==> src/rtl/ptc_pkg.sv <==
`timescale 1ns/1ps
package ptc_pkg;
  // status word layout: lower index = earlier stage = higher priority
  localparam int ST_W     = 8;
  localparam int IF_BASE  = 0;  // 3 fetch bits
  localparam int IF_N     = 3;
  localparam int ID_BIT   = 3;
  localparam int EX_BIT   = 4;
  localparam int MEM_BASE = 5;  // 3 memory bits
  localparam int MEM_N    = 3;
  localparam int CAUSE_W  = 4;
endpackage

==> src/rtl/ptc_prio.sv <==
`timescale 1ns/1ps
module ptc_prio
  import ptc_pkg::*;
(
  input  logic [ST_W-1:0]    st,
  output logic [CAUSE_W-1:0] cause,
  output logic               any
);
  always_comb begin
    cause = '0;
    for (int i = ST_W - 1; i >= 0; i--) begin
      if (st[i]) cause = CAUSE_W'(i + 1);
    end
    any = |st;
  end
endmodule

==> src/rtl/ptc_stage.sv <==
`timescale 1ns/1ps
module ptc_stage
  import ptc_pkg::*;
#(
  parameter int PC_W = 32
) (
  input  logic            clk,
  input  logic            rst,
  input  logic            kill,
  input  logic            in_valid,
  input  logic [PC_W-1:0] in_pc,
  input  logic [ST_W-1:0] in_st,
  input  logic            in_rfw,
  input  logic            in_mw,
  output logic            q_valid,
  output logic [PC_W-1:0] q_pc,
  output logic [ST_W-1:0] q_st,
  output logic            q_rfw,
  output logic            q_mw
);
  // squash zeroes the whole latch so a killed slot can change no state
  always_ff @(posedge clk) begin
    if (rst || kill) begin
      q_valid <= 1'b0;
      q_pc    <= '0;
      q_st    <= '0;
      q_rfw   <= 1'b0;
      q_mw    <= 1'b0;
    end else begin
      q_valid <= in_valid;
      q_pc    <= in_pc;
      q_st    <= in_st;
      q_rfw   <= in_rfw;
      q_mw    <= in_mw;
    end
  end
endmodule

==> src/rtl/ptc_fetch.sv <==
`timescale 1ns/1ps
module ptc_fetch #(
  parameter int          PC_W     = 32,
  parameter int          NSAVE    = 2,
  parameter logic [31:0] RESET_PC = 32'h0,
  parameter logic [31:0] TRAP_VEC = 32'h100
) (
  input  logic                  clk,
  input  logic                  rst,
  input  logic                  adv,
  input  logic                  take,
  input  logic                  rfe,
  input  logic [NSAVE*PC_W-1:0] cap,
  output logic [PC_W-1:0]       pc,
  output logic [NSAVE*PC_W-1:0] saved
);
  localparam int RC_W = $clog2(NSAVE + 1);

  logic [PC_W-1:0] sv [NSAVE];
  logic [RC_W-1:0] rcnt;
  logic [PC_W-1:0] slot;

  always_comb begin
    slot = sv[0];
    for (int k = 0; k < NSAVE; k++) begin
      if (rcnt == RC_W'(k)) slot = sv[k];
    end
  end

  always_ff @(posedge clk) begin
    if (rst) begin
      pc   <= PC_W'(RESET_PC);
      rcnt <= '0;
      for (int k = 0; k < NSAVE; k++) sv[k] <= '0;
    end else if (take) begin
      pc   <= PC_W'(TRAP_VEC);
      rcnt <= '0;
      for (int k = 0; k < NSAVE; k++) sv[k] <= cap[k*PC_W +: PC_W];
    end else if (rfe) begin
      pc   <= sv[0];
      rcnt <= (NSAVE > 1) ? RC_W'(1) : '0;
    end else if (adv) begin
      if (rcnt != '0) begin
        pc   <= slot;
        rcnt <= (rcnt == RC_W'(NSAVE - 1)) ? '0 : rcnt + RC_W'(1);
      end else begin
        pc <= pc + PC_W'(4);
      end
    end
  end

  for (genvar g = 0; g < NSAVE; g++) begin : g_out
    assign saved[g*PC_W +: PC_W] = sv[g];
  end
endmodule

==> src/rtl/precise_trap_ctrl.sv <==
`timescale 1ns/1ps
module precise_trap_ctrl
  import ptc_pkg::*;
#(
  parameter int          PC_W     = 32,
  parameter int          BR_DELAY = 1,
  parameter logic [31:0] RESET_PC = 32'h0,
  parameter logic [31:0] TRAP_VEC = 32'h100
) (
  input  logic                         clk,
  input  logic                         rst,
  input  logic                         fetch_valid_i,
  input  logic [2:0]                   if_exc_i,
  input  logic                         id_ill_i,
  input  logic                         ex_arith_i,
  input  logic [2:0]                   mem_exc_i,
  input  logic                         rf_we_i,
  input  logic                         mem_we_i,
  input  logic                         rfe_i,
  output logic [PC_W-1:0]              fetch_pc_o,
  output logic                         mem_we_o,
  output logic                         rf_we_o,
  output logic                         wb_valid_o,
  output logic [PC_W-1:0]              wb_pc_o,
  output logic                         trap_o,
  output logic [3:0]                   cause_o,
  output logic [(BR_DELAY+1)*PC_W-1:0] saved_pc_o
);
  // restart slots are taken from in-flight stages: M, E, D, F (max delay 3)
  localparam int NSAVE = BR_DELAY + 1;

  logic            d_v, e_v, m_v;
  logic [PC_W-1:0] d_pc, e_pc, m_pc;
  logic [ST_W-1:0] d_st, e_st, m_st;
  logic            d_rfw, e_rfw, m_rfw;
  logic            d_mw, e_mw, m_mw;
  logic            take, m_bad;
  logic [ST_W-1:0] d_in_st, e_in_st, m_in_st, m_eff;
  logic [CAUSE_W-1:0] m_cause;
  logic [NSAVE*PC_W-1:0] cap;
  logic            f_keep;
  logic            w_v, w_rfw;
  logic [PC_W-1:0] w_pc;
  logic            trap_q;
  logic [CAUSE_W-1:0] cause_q;

  // fetch slot is dropped on a trap or a return redirect
  assign f_keep  = fetch_valid_i && !take && !rfe_i;
  assign d_in_st = ST_W'({IF_N{f_keep}} & if_exc_i) << IF_BASE;
  assign e_in_st = d_st | (ST_W'(id_ill_i && d_v) << ID_BIT);
  assign m_in_st = e_st | (ST_W'(ex_arith_i && e_v) << EX_BIT);
  assign m_eff   = m_st | (ST_W'({MEM_N{m_v}} & mem_exc_i) << MEM_BASE);

  ptc_stage #(.PC_W(PC_W)) u_d (
    .clk(clk), .rst(rst), .kill(take),
    .in_valid(f_keep), .in_pc(fetch_pc_o), .in_st(d_in_st),
    .in_rfw(1'b0), .in_mw(1'b0),
    .q_valid(d_v), .q_pc(d_pc), .q_st(d_st), .q_rfw(d_rfw), .q_mw(d_mw)
  );

  // write requests join the instruction once decode has produced them
  ptc_stage #(.PC_W(PC_W)) u_e (
    .clk(clk), .rst(rst), .kill(take),
    .in_valid(d_v), .in_pc(d_pc), .in_st(e_in_st),
    .in_rfw((rf_we_i && d_v) || d_rfw), .in_mw((mem_we_i && d_v) || d_mw),
    .q_valid(e_v), .q_pc(e_pc), .q_st(e_st), .q_rfw(e_rfw), .q_mw(e_mw)
  );

  ptc_stage #(.PC_W(PC_W)) u_m (
    .clk(clk), .rst(rst), .kill(take),
    .in_valid(e_v), .in_pc(e_pc), .in_st(m_in_st),
    .in_rfw(e_rfw), .in_mw(e_mw),
    .q_valid(m_v), .q_pc(m_pc), .q_st(m_st), .q_rfw(m_rfw), .q_mw(m_mw)
  );

  ptc_prio u_prio (.st(m_eff), .cause(m_cause), .any(m_bad));

  // the single decision point: status word leaving the memory stage
  assign take     = m_v && m_bad;
  assign mem_we_o = m_v && m_mw && !m_bad;

  for (genvar g = 0; g < NSAVE; g++) begin : g_cap
    if (g == 0) begin : g_m
      assign cap[g*PC_W +: PC_W] = m_pc;
    end else if (g == 1) begin : g_e
      assign cap[g*PC_W +: PC_W] = e_pc;
    end else if (g == 2) begin : g_d
      assign cap[g*PC_W +: PC_W] = d_pc;
    end else begin : g_f
      assign cap[g*PC_W +: PC_W] = fetch_pc_o;
    end
  end

  ptc_fetch #(
    .PC_W(PC_W), .NSAVE(NSAVE), .RESET_PC(RESET_PC), .TRAP_VEC(TRAP_VEC)
  ) u_fetch (
    .clk(clk), .rst(rst), .adv(fetch_valid_i), .take(take), .rfe(rfe_i),
    .cap(cap), .pc(fetch_pc_o), .saved(saved_pc_o)
  );

  always_ff @(posedge clk) begin
    if (rst) begin
      w_v     <= 1'b0;
      w_pc    <= '0;
      w_rfw   <= 1'b0;
      trap_q  <= 1'b0;
      cause_q <= '0;
    end else begin
      w_v    <= m_v && !take;
      w_pc   <= m_pc;
      w_rfw  <= m_v && m_rfw && !m_bad;
      trap_q <= take;
      if (take) cause_q <= m_cause;
    end
  end

  assign wb_valid_o = w_v;
  assign wb_pc_o    = w_pc;
  assign rf_we_o    = w_v && w_rfw;
  assign trap_o     = trap_q;
  assign cause_o    = cause_q;
endmodule

==> config.mk <==
export PLATFORM = sky130hd
export DESIGN_NAME = precise_trap_ctrl
export DESIGN_NICKNAME = d
export VERILOG_FILES = /design/src/rtl/ptc_pkg.sv /design/src/rtl/ptc_prio.sv /design/src/rtl/ptc_stage.sv /design/src/rtl/ptc_fetch.sv /design/src/rtl/precise_trap_ctrl.sv
export SDC_FILE = /design/constraint.sdc
export NUM_CORES = 1
export LEC_CHECK = 0
export BUFFER_PORTS_ARGS = -buffer_cell sky130_fd_sc_hd__buf_2
export CAP_MARGIN = 20
export CORE_AREA = 2 2 99 197
export CTS_BUF_LIST = sky130_fd_sc_hd__clkbuf_4
export DETAILED_ROUTE_END_ITERATION = 16
export DIE_AREA = 0 0 101 199
export PLACE_DENSITY = 0.74
export SLEW_MARGIN = 40
export SYNTH_ARGS = -nofsm -noshare
export SYNTH_HDL_FRONTEND = slang
export SYNTH_SLANG_ARGS = --single-unit
==> constraint.sdc <==
create_clock -name clk -period 3.8 [get_ports clk]
set_input_delay 0.76 -clock clk [delete_from_list [all_inputs] [get_ports clk]]
set_output_delay 0.76 -clock clk [all_outputs]
set_load 0.02 [all_outputs]
**Yosys cells after proc, flatten, opt, wreduce, memory -nomap -nowiden**

Memories as Yosys holds them, arrays and structs flattened.
Cells that the tools add are included.

- $add $sub $neg: 2
- Eq/ne operators: 1
- Mux-type cells: 24
- Bitwise logic cells: 7
- Reduce and logical (&&, ||, !) cells: 26

Operators by type and width:

| operator | count |
|---|---|
| $mux 32 | 6 |
| $add 32x3->32 const B | 1 |
| $mux 4 | 8 |
| $logic_and 1x1->1 | 13 |
| $mux 9 | 1 |
| $mux 1 | 8 |
| $or 8x4->8 | 1 |
| $or 8x5->8 | 1 |
| $or 8x8->8 | 1 |
| $reduce_or 8->1 | 1 |
| $and 3x3->3 | 2 |
| $reduce_bool 2->1 | 3 |
| $reduce_and 2->1 | 2 |
| $logic_not 1->1 | 3 |
| $reduce_bool 3->1 | 1 |
| $reduce_or 3->1 | 1 |
| $add 2x1->2 const B | 1 |
| $eq 2x1->1 const B | 1 |
| $mux 2 | 1 |
| $or 1x1->1 | 2 |
| $reduce_or 2->1 | 1 |
| $logic_or 1x1->1 | 1 |

- Flip-flop bits (word level): 200
- RAM bits: 64
- Bits of input ports: 14
- Output and inout bits: 136
- Word-level logic and storage cells: 83
- Memories kept: 1

Memory list:

| name | words | bits a word | read ports | clocked after memory_dff | write ports | line | RTL |
|---|---|---|---|---|---|---|---|
| u_fetch.sv | 2 | 32 | 2 | 0 | 2 | ptc_fetch.sv:19 | `logic [PC_W-1:0] sv [NSAVE];` |

**Depth between registers and ports, before layout**

- Depth in word-level cells: 10
- Mapped depth: 8
- Mapped depth without buffers: 6

**Modules after synthesis**

A second synthesis with hierarchy kept.

- Cell total of the unflattened synthesis: 911
- Area total of the unflattened synthesis: 10,719.0 µm²

Modules (own cells, without submodules):

| module | instances | cells an instance | area an instance (µm²) | seq. area each (µm²) |
|---|---|---|---|---|
| ptc_fetch | 1 | 501 | 4,912.2 | 2,602.5 |
| ptc_stage | 3 | 96 | 1,492.7 | 860.8 |
| precise_trap_ctrl | 1 | 108 | 1,239.9 | 780.7 |
| ptc_prio | 1 | 14 | 88.8 | 0.0 |

**Worst setup path before layout**

No wires, ideal clock.

- Kind: input port to flip-flop
- From: in mem_exc_i[0]
- To: mem u_fetch.sv[0][0], enable pin
- Library setup time: 0.454 ns
- Data arrival time: 3.255 ns
- Data required time: 3.346 ns
- Path slack: 0.091 ns
- Stages: 5
- Path buffers: 1
- Path through: o21ai_0 nand3_1 a21oi_4 inv_2 buf_1

RTL lines:

| what | line | RTL |
|---|---|---|
| from (decl) | precise_trap_ctrl.sv:16 | `input logic [2:0] mem_exc_i,` |
| to (decl) | ptc_fetch.sv:19 |  |

**Worst setup path after layout**

- From: reg u_m.q_valid
- To: out mem_we_o

- Cells in the longest elaborated chain, start to end: 5
- Elaborated cells between the ends (all ways): 6
- Those cells by class: bitwise: 2; reduce/logical: 4

Ends and longest elaborated chain:

| what | line | RTL |
|---|---|---|
| from (decl) | ptc_stage.sv:15 | `output logic q_valid,` |
| from (signal assigned) | ptc_stage.sv:30 | `q_valid <= in_valid;` |
| $and 3x3->3 | precise_trap_ctrl.sv:52 | `assign m_eff = m_st \| (ST_W'({MEM_N{m_v}} & mem_exc_i) << MEM_BASE);` |
| $or 8x8->8 | precise_trap_ctrl.sv:52 |  |
| $reduce_or 8->1 | ptc_prio.sv:14 | `any = \|st;` |
| $logic_not 1->1 | precise_trap_ctrl.sv:80 | `assign mem_we_o = m_v && m_mw && !m_bad;` |
| $logic_and 1x1->1 * | precise_trap_ctrl.sv:80 |  |
| to (decl) | precise_trap_ctrl.sv:21 | `output logic mem_we_o,` |

Mark *: on every way between the ends. The rest lies on a longest branch, timed or not.

==> impl_results.md <==
- Sw power: 1320 µW
- Cells after Synth: 845
- Upper clock frequency limit: 353 MHz
- Number of buffer and inverter instances along the worst setup path: 1
- Min Clock Period, post-route: 2.83 ns
- Area enclosed by the die boundary: 20100 µm²
- Slew at the pin closest to its max-slew limit: 0.710 ns
- Share of cells above drive strength 1: 25.8%
- Nature of the critical path startpoint: flip-flop
- Cts bufs inserted: 54
- Initial antenna violation count: 1
- Number of sinks handled by clock tree synthesis: 252
- Sequential cell area fraction in the yosys report: 62.0%
- Setup slack, reg-to-reg: 1.33 ns
- Area delta synth->final: 17.6%
- Most common cell after layout, fill and taps aside: sky130_fd_sc_hd__dfxtp_1
- Share of power burned in combinational logic: 6.3%
- Asr flop ratio synth: 0%
- Routed wire length: 22300 µm
- Overflow left after global routing: 0
- Io pins: 150
- Placeable core region: 18700 µm²
- Count of cell types in the netlist: 62
- Number of max-cap violations: 0
- Setup Buffers After CTS: 0
- Biggest area consumer among synthesized cells: sky130_fd_sc_hd__dfxtp_1
- Clock tree from TritonCTS: done
- Top routing layer in use: met4
- Number of hold violations in the final report: 0
- Reg2Reg Capture Point: u_fetch.pc[14]
- Final TNS setup: 0 ns
- Clk_lat worst skew: 0.66 ns
- Worst reg2reg startpoint: u_m.q_st[0]
- Post-place instance area: 10000 µm²
- Class of the tightest hold or removal check: in -> reg
- Final clock period utilization by the worst path: 74.5%
- Fraction of power consumed by sequential logic: 53.5%
- Worst-path clk slew: 0.07 ns
- Worst slew margin: 52.5%
- CTS resizes: 0
- PnR Total Power: 5460 µW
- Kind of end point of the critical path: output port
- Number of global-route vias before repair: 6680
- Flip-flop cell with the highest count after synthesis: sky130_fd_sc_hd__dfxtp_1
- Post-route ant nets: 0
- Cell-by-cell listing of the critical path: o21ai_0 > nand3_1 > nor2_1 > and3_1 > buf_2
- Top library cells by usage in the layout, fill and taps aside: sky130_fd_sc_hd__dfxtp_1, sky130_fd_sc_hd__buf_2, sky130_fd_sc_hd__and2_1
- Top-area cell type share of the netlist area: 41.0%
- Via-to-Cell Ratio: 5.39
- Worst vdd rail ir drop: 358 µV
- CP required: 3.04 ns
- Final Net Count: 1017
- Detailed Route Iter0 Violations: 382
- Arrival time at the worst endpoint: 2.07 ns
- Average detailed-routed wire length per instance: 17.6 µm
- Worst path slowest cell: sky130_fd_sc_hd__dfxtp_1
- Total GRT Usage: 22.0%
- First-pass GRT wire length: 34200 µm
- Max Buffers Root-to-Sink: 3
- DRC: 0
- Routed via count: 6834
- Critical path's top delay family: flip-flops
- Pin count of the biggest net entering global routing: 88
- Syn_nets: 860
- Die X: 101 µm
- Switching Fraction: 24.3%
- Worst setup skew after layout: 0.0366 ns
- Result of the run: finished, final reports clean
- Placer Congestion: 0.838
- Synthesis Warnings: 0
- Delay contributed by the slowest stage of the critical path: 0.55 ns
- Mapped cell area: 9170 µm²
- Worst Reg2Reg Path Length in Cells: 6
- Critical path depth in cells: 5
- Worst setup path class: reg -> out
- Initial core utilization: 49.2%
- Overall die height: 199 µm
- Level count of the clock H-tree: 2
- Leakage power figure: 0.00454 µW
- Synthesized area divided by synthesized cell count: 10.9 µm²
- Power density over cell area: 506 nW/µm²
- Fraction of power consumed by the clock network: 40.2%
- Maximum net fanout on the critical path: 10
- Post-synthesis register bit count: 252
- Number of placement rows: 71
- Hpwl dp: 15000 µm
- RSZ-0062 raised after global routing: false
- Pins over their slew limit: 0
- Cell types with the largest area share after synthesis: sky130_fd_sc_hd__dfxtp_1, sky130_fd_sc_hd__edfxtp_1, sky130_fd_sc_hd__and2_1
- Buffers added on ports: 149
- Startpoint of the most critical setup path: u_m.q_valid
- WL met2: 12500 µm
- Number of buffers inserted for hold repair after clock tree synthesis: 0
- Post-route design area: 10800 µm²
- Internal Power: 4130 µW
- Number of failing setup endpoints in the final timing report: 0
- Met1 routed wirelength after detailed routing: 7980 µm
- Share of the core filled with cells: 57.8%
- Number of enable-type register cells in the synthesized netlist: 64
- Routed wl met3: 1080 µm
- CP Capture Point: mem_we_o
- Root buffer cell: sky130_fd_sc_hd__clkbuf_4
- Detailed Routing Iterations Pass 1: 5
## state kept, by name (all words and copies together), names as in the netlist, named ones only
register      flops
cause_o           4
u_d.q_pc         32
u_m.q_pc         32
u_e.q_st          4
u_e.q_pc         32
wb_pc_o          32
u_m.q_st          5
u_m.q_rfw         1
u_fetch.rcnt      2
u_e.q_mw          1
trap_o            1
u_fetch.pc       30
u_m.q_valid       1
w_rfw             1
u_m.q_mw          1
u_fetch.sv       64
u_e.q_rfw         1
u_d.q_st          3
u_d.q_valid       1
u_e.q_valid       1
wb_valid_o        1
## stage by stage
stage               cells  hold slack (ns)  worst slack (ns)
finish               1268            0.328             0.971
detailed placement   1165            0.410             0.839
global placement     1165            0.407              1.02
floorplan             845            0.406            0.0910
CTS                  1267            0.270             0.922
global route         1268            0.295             0.792
## cell type report
class,count,area (µm²)
clock inverter,21,164
sequential,252,5690
clock buffer,81,608
antenna,1,2.50
tap,219,274
inverter,12,46.3
multi-input combinational,525,3200
timing repair buffer,157,806
fill,1654,7870
## power groups by stage
stage,Combinational [µW],Clock (µW),Sequential (µW)
floorplan,180,0,3000
global placement,337,0,2980
detailed placement,343,0,2980
CTS,345,2260,2920
global route,373,2380,2930
finish,342,2190,2920
## kinds of logic (layout without fill, tap and decap cells)
logic type,after synthesis,in the layout,synth area share [%]
DFF,252,252,62.0
other,0,1,0
and+or+nand+nor,371,371,23.4
adders and majority gates,1,1,0.136
xor gates and xnor gates,7,7,0.668
buffers and inverters,68,271,3.32
AOI/OAI and AO/OA,142,142,10.0
muxes,4,4,0.491
## routing by layer
metal  GRT usage (%)  vias to the layer above
met3            4.25                       57
met1            22.9                     3274
met4            11.4                        0
met5               0                        -
li1                -                     3276
met2            41.0                      227
## synth_stat cells, types with 2 or more instances
| cell type | number |
|---|---|
| sky130_fd_sc_hd__a211oi_1 | 6 |
| sky130_fd_sc_hd__a21oi_1 | 35 |
| sky130_fd_sc_hd__a221oi_1 | 4 |
| sky130_fd_sc_hd__a22oi_1 | 7 |
| sky130_fd_sc_hd__a31oi_1 | 15 |
| sky130_fd_sc_hd__and2_1 | 137 |
| sky130_fd_sc_hd__and3_1 | 14 |
| sky130_fd_sc_hd__and4_1 | 2 |
| sky130_fd_sc_hd__buf_1 | 2 |
| sky130_fd_sc_hd__buf_2 | 10 |
| sky130_fd_sc_hd__buf_4 | 3 |
| sky130_fd_sc_hd__buf_6 | 2 |
| sky130_fd_sc_hd__clkbuf_1 | 31 |
| sky130_fd_sc_hd__clkbuf_2 | 8 |
| sky130_fd_sc_hd__dfxtp_1 | 188 |
| sky130_fd_sc_hd__edfxtp_1 | 64 |
| sky130_fd_sc_hd__inv_1 | 10 |
| sky130_fd_sc_hd__mux2i_1 | 3 |
| sky130_fd_sc_hd__nand2_1 | 51 |
| sky130_fd_sc_hd__nand2b_1 | 3 |
| sky130_fd_sc_hd__nand3_1 | 23 |
| sky130_fd_sc_hd__nand4_1 | 10 |
| sky130_fd_sc_hd__nor2_1 | 28 |
| sky130_fd_sc_hd__nor2b_1 | 66 |
| sky130_fd_sc_hd__nor3_1 | 10 |
| sky130_fd_sc_hd__nor4_1 | 10 |
| sky130_fd_sc_hd__o211ai_1 | 2 |
| sky130_fd_sc_hd__o21a_1 | 6 |
| sky130_fd_sc_hd__o21ai_0 | 33 |
| sky130_fd_sc_hd__o21ai_1 | 3 |
| sky130_fd_sc_hd__o221ai_1 | 15 |
| sky130_fd_sc_hd__o31a_1 | 3 |
| sky130_fd_sc_hd__o31a_2 | 2 |
| sky130_fd_sc_hd__or2_2 | 4 |
| sky130_fd_sc_hd__or3_1 | 2 |
| sky130_fd_sc_hd__or4_1 | 2 |
| sky130_fd_sc_hd__xnor2_1 | 4 |
| sky130_fd_sc_hd__xor2_1 | 3 |
## worst min-delay path by stage
stage          cells after the start          end  slack, ns         from
2_1_floorplan                      1  u_e.q_pc[0]       0.41  u_d.q_pc[0]
3_3_place_gp                       1  u_e.q_pc[7]       0.41  u_d.q_pc[7]
3_5_place_dp                       1        w_rfw       0.41    u_m.q_rfw
4_1_cts                            2  u_e.q_st[3]       0.27     id_ill_i
5_1_grt                            2  u_e.q_st[3]       0.29     id_ill_i
6_report                           2  u_e.q_st[3]       0.33     id_ill_i
Note: power is estimated with default switching activity, not from simulation.
